===== config.mk =====
export PLATFORM = sky130hd
export DESIGN_NAME = dslot_pc_seq
export DESIGN_NICKNAME = d
export VERILOG_FILES = /design/src/rtl/pcseq_pkg.sv /design/src/rtl/pcseq_cond.sv /design/src/rtl/pcseq_target.sv /design/src/rtl/dslot_pc_seq.sv
export SDC_FILE = /design/constraint.sdc
export NUM_CORES = 1
export LEC_CHECK = 0
export ABC_AREA = 1
export ABC_CLOCK_PERIOD_IN_PS = 2100
export BUFFER_PORTS_ARGS = -buffer_cell sky130_fd_sc_hd__buf_4
export CORE_MARGIN = 3
export CORE_UTILIZATION = 45
export DETAILED_ROUTE_END_ITERATION = 16
export GPL_ROUTABILITY_DRIVEN = 1
export HOLD_SLACK_MARGIN = 0.02
export PLACE_DENSITY_LB_ADDON = 0.05
export SLEW_MARGIN = 30
export SYNTH_ARGS = -nofsm -noshare
export SYNTH_HDL_FRONTEND = slang
export SYNTH_SLANG_ARGS = --single-unit

===== constraint.sdc =====
create_clock -name clk -period 2.1 [get_ports clk]
set_clock_uncertainty 0.05 [all_clocks]
set_input_delay 0.105 -clock clk [delete_from_list [all_inputs] [get_ports clk]]
set_output_delay 0.105 -clock clk [all_outputs]
set_load 0.02 [all_outputs]

===== src/rtl/pcseq_pkg.sv =====
package pcseq_pkg;

    typedef enum logic [3:0] {
        XF_NONE     = 4'd0,
        XF_BR_EQ    = 4'd1,
        XF_BR_NE    = 4'd2,
        XF_BR_LEZ   = 4'd3,
        XF_BR_GTZ   = 4'd4,
        XF_BR_LTZ   = 4'd5,
        XF_BR_GEZ   = 4'd6,
        XF_BR_LTZ_L = 4'd7,
        XF_BR_GEZ_L = 4'd8,
        XF_JMP      = 4'd9,
        XF_JMP_L    = 4'd10,
        XF_JMP_REG  = 4'd11
    } xfer_e;

    typedef enum logic [1:0] {
        TGT_SEQ  = 2'd0,
        TGT_REL  = 2'd1,
        TGT_ABS  = 2'd2,
        TGT_REG  = 2'd3
    } tgt_src_e;

    function automatic logic kind_links(xfer_e k);
        return (k == XF_BR_LTZ_L) || (k == XF_BR_GEZ_L) || (k == XF_JMP_L);
    endfunction

    function automatic tgt_src_e kind_source(xfer_e k);
        case (k)
            XF_BR_EQ, XF_BR_NE, XF_BR_LEZ, XF_BR_GTZ,
            XF_BR_LTZ, XF_BR_GEZ, XF_BR_LTZ_L, XF_BR_GEZ_L: return TGT_REL;
            XF_JMP, XF_JMP_L:                              return TGT_ABS;
            XF_JMP_REG:                                    return TGT_REG;
            default:                                       return TGT_SEQ;
        endcase
    endfunction

endpackage


===== src/rtl/pcseq_cond.sv =====
module pcseq_cond
    import pcseq_pkg::*;
#(
    parameter int XLEN = 32
) (
    input  xfer_e             kind,
    input  logic [XLEN-1:0]   opnd_a,
    input  logic [XLEN-1:0]   opnd_b,
    output logic              taken
);

    logic same;
    logic is_neg;
    logic is_zero;

    always_comb begin
        same    = (opnd_a == opnd_b);
        is_neg  = opnd_a[XLEN-1];
        is_zero = (opnd_a == '0);
    end

    always_comb begin
        case (kind)
            XF_BR_EQ:                  taken = same;
            XF_BR_NE:                  taken = !same;
            XF_BR_LEZ:                 taken = is_neg || is_zero;
            XF_BR_GTZ:                 taken = !is_neg && !is_zero;
            XF_BR_LTZ, XF_BR_LTZ_L:    taken = is_neg;
            XF_BR_GEZ, XF_BR_GEZ_L:    taken = !is_neg;
            XF_JMP, XF_JMP_L,
            XF_JMP_REG:                taken = 1'b1;
            default:                   taken = 1'b0;
        endcase
    end

endmodule


===== src/rtl/pcseq_target.sv =====
module pcseq_target
    import pcseq_pkg::*;
#(
    parameter int XLEN        = 32,
    parameter int OFS_W       = 16,
    parameter int FIELD_W     = 26,
    parameter int INSTR_BYTES = 4
) (
    input  xfer_e              kind,
    input  logic [XLEN-1:0]    slot_pc,
    input  logic [XLEN-1:0]    opnd_a,
    input  logic [OFS_W-1:0]   br_offset,
    input  logic [FIELD_W-1:0] jump_field,
    output logic [XLEN-1:0]    target
);

    localparam int SH       = $clog2(INSTR_BYTES);
    localparam int REGION_W = XLEN - FIELD_W - SH;

    logic [XLEN-1:0] ofs_ext;
    logic [XLEN-1:0] rel_tgt;
    logic [XLEN-1:0] abs_tgt;
    tgt_src_e        src;

    always_comb begin
        ofs_ext = {{(XLEN-OFS_W){br_offset[OFS_W-1]}}, br_offset};
        rel_tgt = slot_pc + (ofs_ext << SH);
        src     = kind_source(kind);
    end

    generate
        if (REGION_W > 0) begin : g_region
            assign abs_tgt = {slot_pc[XLEN-1 -: REGION_W], jump_field, {SH{1'b0}}};
        end else begin : g_flat
            assign abs_tgt = XLEN'({jump_field, {SH{1'b0}}});
        end
    endgenerate

    always_comb begin
        case (src)
            TGT_REL: target = rel_tgt;
            TGT_ABS: target = abs_tgt;
            TGT_REG: target = opnd_a;
            default: target = slot_pc + XLEN'(INSTR_BYTES);
        endcase
    end

endmodule


===== src/rtl/dslot_pc_seq.sv =====
module dslot_pc_seq
    import pcseq_pkg::*;
#(
    parameter int XLEN        = 32,
    parameter int OFS_W       = 16,
    parameter int FIELD_W     = 26,
    parameter int INSTR_BYTES = 4,
    parameter int REG_IDX_W   = 5,
    parameter int LINK_REG    = 31,
    parameter logic [31:0] RESET_PC = 32'h0
) (
    input  logic                 clk,
    input  logic                 rst,
    input  logic [3:0]           xfer_kind,
    input  logic [XLEN-1:0]      opnd_a,
    input  logic [XLEN-1:0]      opnd_b,
    input  logic [OFS_W-1:0]     br_offset,
    input  logic [FIELD_W-1:0]   jump_field,
    output logic [XLEN-1:0]      fetch_pc,
    output logic                 link_we,
    output logic [REG_IDX_W-1:0] link_idx,
    output logic [XLEN-1:0]      link_val
);

    localparam logic [XLEN-1:0] STEP  = XLEN'(INSTR_BYTES);
    localparam logic [XLEN-1:0] PC0   = XLEN'(RESET_PC);

    xfer_e           kind;
    logic            redirect;
    logic [XLEN-1:0] target;
    logic [XLEN-1:0] pc_q;
    logic [XLEN-1:0] npc_q;
    logic [XLEN-1:0] npc_d;

    assign kind = xfer_e'(xfer_kind);

    pcseq_cond #(.XLEN(XLEN)) u_cond (
        .kind   (kind),
        .opnd_a (opnd_a),
        .opnd_b (opnd_b),
        .taken  (redirect)
    );

    pcseq_target #(
        .XLEN        (XLEN),
        .OFS_W       (OFS_W),
        .FIELD_W     (FIELD_W),
        .INSTR_BYTES (INSTR_BYTES)
    ) u_target (
        .kind       (kind),
        .slot_pc    (npc_q),
        .opnd_a     (opnd_a),
        .br_offset  (br_offset),
        .jump_field (jump_field),
        .target     (target)
    );

    always_comb begin
        npc_d = redirect ? target : (npc_q + STEP);
    end

    always_ff @(posedge clk) begin
        if (rst) begin
            pc_q  <= PC0;
            npc_q <= PC0 + STEP;
        end else begin
            pc_q  <= npc_q;
            npc_q <= npc_d;
        end
    end

    always_comb begin
        fetch_pc = pc_q;
        link_we  = !rst && kind_links(kind);
        link_idx = REG_IDX_W'(LINK_REG);
        link_val = pc_q + (STEP << 1);
    end

    // reset loads the executing and following addresses
    assert_reset_R1: assert property (@(posedge clk)
        rst |=> (fetch_pc == PC0) && (npc_q == PC0 + STEP));

    // no redirect means the following address moves by one word
    assert_step_R2: assert property (@(posedge clk) disable iff (rst)
        !redirect |=> npc_q == $past(npc_q) + STEP);

    // a redirect outside a slot still fetches the delay slot next
    assert_slot_R3: assert property (@(posedge clk) disable iff (rst)
        (redirect && (npc_q == pc_q + STEP)) |=> fetch_pc == $past(fetch_pc) + STEP);

    // negative operand takes the less-than-zero branch
    assert_ltz_R5: assert property (@(posedge clk) disable iff (rst)
        (kind == XF_BR_LTZ && opnd_a[XLEN-1]) |=> npc_q == $past(target));

    // absolute jumps land on a word boundary
    assert_jump_align_R7: assert property (@(posedge clk) disable iff (rst)
        (kind == XF_JMP || kind == XF_JMP_L) |=> npc_q[1:0] == 2'b00);

    // register jump goes to the operand value
    assert_jreg_R8: assert property (@(posedge clk) disable iff (rst)
        (kind == XF_JMP_REG) |=> npc_q == $past(opnd_a));

    // link request names the link register and skips the slot
    assert_link_R9: assert property (@(posedge clk) disable iff (rst)
        (link_we && (npc_q == pc_q + STEP)) |->
            (link_idx == REG_IDX_W'(LINK_REG)) && (link_val == npc_q + STEP));

    // non-linking kinds never request a write
    assert_nolink_R10: assert property (@(posedge clk) disable iff (rst)
        (kind != XF_BR_LTZ_L && kind != XF_BR_GEZ_L && kind != XF_JMP_L) |-> !link_we);

endmodule


Yosys cells after proc, flatten, opt, wreduce, memory -nomap -nowiden
Memory sizes are Yosys's and may differ from the RTL's.
Cells that the tools add are included.
Word-level totals
  output and inout port bits: 70
  word-level logic and storage cells: 39
  bits of input ports: 112
  bits in latches: 0
  ROM bits: 32
  memory bits (writable): 0
  memories: 1
  bits in registers: 64
Cells by class
  $mul: 0
  $lt $le $gt $ge: 0
  div/mod/pow operators: 0
  equal/unequal tests: 16
  $add $sub $neg: 3
  reductions and logical operators: 13
  shifts and indexed selects: 0
  multiplexer cells: 3
  bitwise logic cells: 0
Memories
  (name not given): depth 16, bits a word 2, rd ports 1, clocked after Yosys merged registers in 0, write ports 0, line pcseq_pkg.sv:30  | case (k)
Operator list (count)
  32-bit one-hot mux with 3 select lines: 1
  32-bit by 3-bit adder with 32-bit output, second input constant: 1
  32-bit adder: 1
  32-bit by 4-bit adder with 32-bit output, second input constant: 1
  32-bit equality test: 1
  32-bit logical NOT: 1
  32-bit 2-to-1 mux: 1
  4-bit by 3-bit equality test with 1-bit output, second input constant: 4
  4-bit equality test, second input constant: 4
  4-bit by 2-bit equality test with 1-bit output, second input constant: 2
  1-bit one-hot mux with 7 select lines: 1
  2-bit equality test, second input constant: 2
  4-bit by 1-bit equality test with 1-bit output, second input constant: 1
  1-bit logical NOT: 4
  2-bit OR reduction: 2
  1-bit logical OR: 3
  3-bit OR reduction: 1
  2-bit by 1-bit equality test with 1-bit output, second input constant: 1
  1-bit logical AND: 2
  2-bit != test, second input constant: 1

Depth between registers and ports, before layout
  depth after elaboration: 5
  depth in mapped cells: 17
  mapped depth without buffers: 16

By module
Synthesis repeated with hierarchy kept, for this count alone.
Second synthesis, totals
  cells, all modules: 1276
  area, all modules: 7075.5 um^2
Modules (own cells, without submodules)
  dslot_pc_seq: sequential area each 1281.2 um^2, area each 3713.6 um^2, instances 1, cells an instance 590
  pcseq_target: sequential area each 0.0 um^2, area each 2608.8 um^2, instances 1, cells an instance 531
  pcseq_cond: sequential area each 0.0 um^2, area each 753.2 um^2, instances 1, cells an instance 155

Least setup slack after synthesis
No wires, ideal clock.
  kind: register to output
  start: register pc_q[3] (netlist: fetch_pc[3])
  end: output link_val[31]
  buffers on the path: 0
  data required time: 1945 ps
  stages on the path, launching flop included: 12
  arrival time: 2149 ps
  setup slack: -204 ps
  cell sequence: dfxtp_1 -> ha_1 -> nand3_2 -> nor3_4 -> nand3_2 -> inv_2 -> nand4_4 -> nor3_4 -> nand3_4 -> nor2_4 -> nand2_2 -> xor2_1
Between the ends
  word-level cells in the longest chain between the ends: 1
Ends and longest elaborated chain
  start: declaration: line dslot_pc_seq.sv:31  | logic [XLEN-1:0] pc_q;
  start signal: assignment: line dslot_pc_seq.sv:67  | pc_q <= npc_q;
  32-bit by 4-bit adder with 32-bit output: line dslot_pc_seq.sv:76  | link_val = pc_q + (STEP << 1);
  end: declaration: line dslot_pc_seq.sv:22  | output logic [XLEN-1:0] link_val
No other way between the ends.

Worst setup path after layout
  start: register pc_q[3] (netlist: fetch_pc[3])
  end: output link_val[25]
Same word-level chain as after synthesis.

==> flow_metrics.py <==
metrics = {
    "global_route": {
        "grt_max_degree": 37,
        "first_global_vias": 8025,
        "gr-total-overflow": 0,
        "grt_pass1_wl_um": 40500,
        "grtUsageTotal_pct": 30.7,
        "antenna_found_initial": 0,
    },
    "sta": {
        "worst_slew_pin_slew_ns": 0.501,
        "setup_ws_ns": -0.372,
        "fmax_mhz": 405,
        "maxSlewViolCount": 0,
        "holdWs_ns": 0.0896,
        "setup_viol": 13,
        "fin_tns_setup_ns": -3.00,
        "relSlewSlack_pct": 66.3,
        "hold_viol_final": 0,
        "min_period_ns": 2.47,
        "period_share_pct": 118,
        "grt_setup_unrepaired": "yes",
    },
    "worst_setup_path": {
        "cpPeakStageDelay_ns": 0.37,
        "critPathMaxFanout": 3,
        "startpoint_type": "flop",
        "critical-path-slowest-cell": "dfxtp_4",
        "timing.critical_path.to_type": "output port",
        "cp.arrival_ns": 2.32,
        "cp_data_required_time_ns": 1.95,
        "criticalPathCategory": "flop to output port",
        "crit_chain": "ha_4 > nand3_4 > nor3_4 > nand3_2 > inv_2 > nand4_4 > nor3_4 > nand3_4 > buf_4 > xnor2_2 > buf_4",
    },
    "yosys": {
        "yosys.area.top_type_share_pct": 21.6,
        "yosys-top-cells-area": "nand2_1, dfxtp_1, inv_1",
        "ys_types": 43,
        "synth_cells": 1182,
        "synth_area_um2": 6900,
        "synth_warnings": 0,
        "seq_area_frac_synth_pct": 18.6,
        "synth-seq-cells": 64,
        "syn_avg_cell_area_um2": 5.83,
        "synth_top_area_cell": "nand2_1",
    },
    "routing": {
        "drc": 0,
        "drt_pass1_iterations": 5,
        "num_vias": 8874,
        "antenna_left": 0,
        "wirelength_um": 27700,
        "wl_per_cell_um": 16.5,
        "avgViaCountPerCell": 5.28,
        "drt-initial-drc-count": 649,
    },
    "layout": {
        "layout.nets": 1645,
        "drive_gt1_share_pct": 36.5,
        "antenna_cells": 0,
        "nFillCells": 1289,
        "final_area_um2": 10800,
        "area_delta_synth_final_pct": 57.2,
    },
    "status": {
        "status": "complete, but fails checks",
        "violations": "negative setup slack",
    },
    "clock_network": {
        "worstSkewPairLatency_ns": 0.34,
        "clockBufferDepth": 2,
        "path_clk_slew_ns": 0.06,
        "cts_root_buffer": "clkbuf_16",
        "cts_buffers": 9,
        "htreeDepth": 3,
        "cts.sinks": 64,
        "cts_tree": "built",
    },
    "die": {
        "num_rows": 44,
        "die_area_um2": 16800,
        "fp.dieW_um": 130,
        "core_area_um2": 14800,
        "ios": 182,
        "start_util_pct": 46.7,
        "die_y_um": 130,
    },
    "pwr": {
        "leakage_nw": 5.41,
        "ir_worst_vdd_uv": 445,
        "p_total_mw": 5.29,
        "power_density_nw_per_um2": 488,
    },
    "placement": {
        "gp_congestion": 0.974,
        "io_buffer_count": 176,
        "placed_area_um2": 9380,
        "dp_hpwl_um": 21800,
    },
    "flow_run": {
        "cap_violations": 0,
    },
    "worst_hold_path": {
        "worstHoldPathType": "input pin to flop",
    },
}
==> layout by cell type (no fill, tap or decap), types with 5 or more instances in the layout <==
master	instances
nand3_1	68
a21oi_2	17
o21ai_0	12
nor3_2	5
nor2_4	12
nor2_2	26
xnor2_1	31
dfxtp_2	20
nand4_1	20
nand2_2	31
dfxtp_1	38
xor2_2	5
buf_6	7
ha_1	10
xor2_1	38
nand3b_1	12
nor2_1	111
inv_2	8
inv_1	154
xnor2_2	5
nand2_4	5
nand2_1	364
o211ai_1	5
a21oi_1	34
conb_1	5
buf_4	314
ha_4	27
dfxtp_4	6
a22oi_1	24
nor3_1	10
clkbuf_16	9
nand3_2	17
==> area by class of cell <==
cell class	instances	area [um2]	share of cell area (%)
well taps	184	230	2.12
flip-flops and latches	64	1330	12.3
repair buffers	326	2520	23.2
multi-input cells	928	5800	53.5
inverters	164	616	5.68
clock inverters	7	128	1.18
clock buffers	9	225	2.08
==> registers in the layout, indices dropped and copies added, names as in the netlist <==
register  cells
fetch_pc     32
npc_q        32
==> cell usage after synthesis (all sizes together) <==
cell type  instances
clkinv             2
inv              162
clkbuf            12
conb               1
xnor2             36
ha                39
o22ai              1
nor3              17
o211ai             5
o21bai             5
fa                 1
dfxtp             64
o2111ai            1
nand2            400
nand4             21
a21oi             52
or2                3
xor2              44
nand3             88
nor2             149
buf               18
o21ai             13
nand3b            12
a22oi             24
a21o               2
nor4               6
o31ai              1
nor3b              3
==> path summary, 6_finish.rpt <==
check                              startpoint  slack [ns]      endpoint  cells after the start
worst max register to register      npc_q[12]        0.01     npc_q[13]                     10
worst min register to register       npc_q[0]        0.37   fetch_pc[0]                      2
worst max-delay path              fetch_pc[3]       -0.37  link_val[25]                     11
worst min-delay path            jump_field[3]        0.09      npc_q[5]                      5
==> critical path: cells and delay by family (launching register included) <==
kind	cells	cell delay [ns]
buffers and inverters	3	0.45
DFF	1	0.37
and+or+nand+nor	6	0.82
adders and majority gates	1	0.15
xor gates and xnor gates	1	0.18
==> layer usage <==
metal | global-route usage, % | wire length [um]
met1 | 38.5 | 10900
met2 | 53.0 | 13300
met3 | 5.89 | 2480
met4 | 10.1 | 1020
met5 | 0 | 0
==> cell families after synthesis <==
family | count (synthesis) | share of synthesized area [%]
buffers and inverters | 194 | 11.2
and+or+nand+nor | 699 | 43.6
AOI/OAI and AO/OA | 104 | 9.02
DFF | 64 | 18.6
other | 1 | 0.0544
xor gates and xnor gates | 80 | 10.2
adders and majority gates | 40 | 7.37
==> stage by stage <==
step                      worst slack, ns  std cells  util [%]
after detailed placement           -0.100       1646      63.6
after CTS                          -0.370       1673      67.5
final                              -0.372       1682      73.5
after global placement            -0.0677       1646      63.6
after floorplan                   -0.0168       1186         -
after global routing               -0.474       1682      73.5
==> what timing repair did <==
item                                    CTS  global route
hold buffers                              2             0
buffers inserted                         10             9
pin swaps                                 7            42
endpoints found under the setup margin   23            37
endpoints found under the hold margin     2             0
resized for setup                        40           178
==> report_power, final <==
part           switching [mW]  internal [mW]  total, mW
clock network           0.632           1.18       1.81
registers              0.0916           1.29       1.38
logic                    1.15          0.950       2.10
total                    1.87           3.42       5.29
Power figures use the tool's default switching activity.
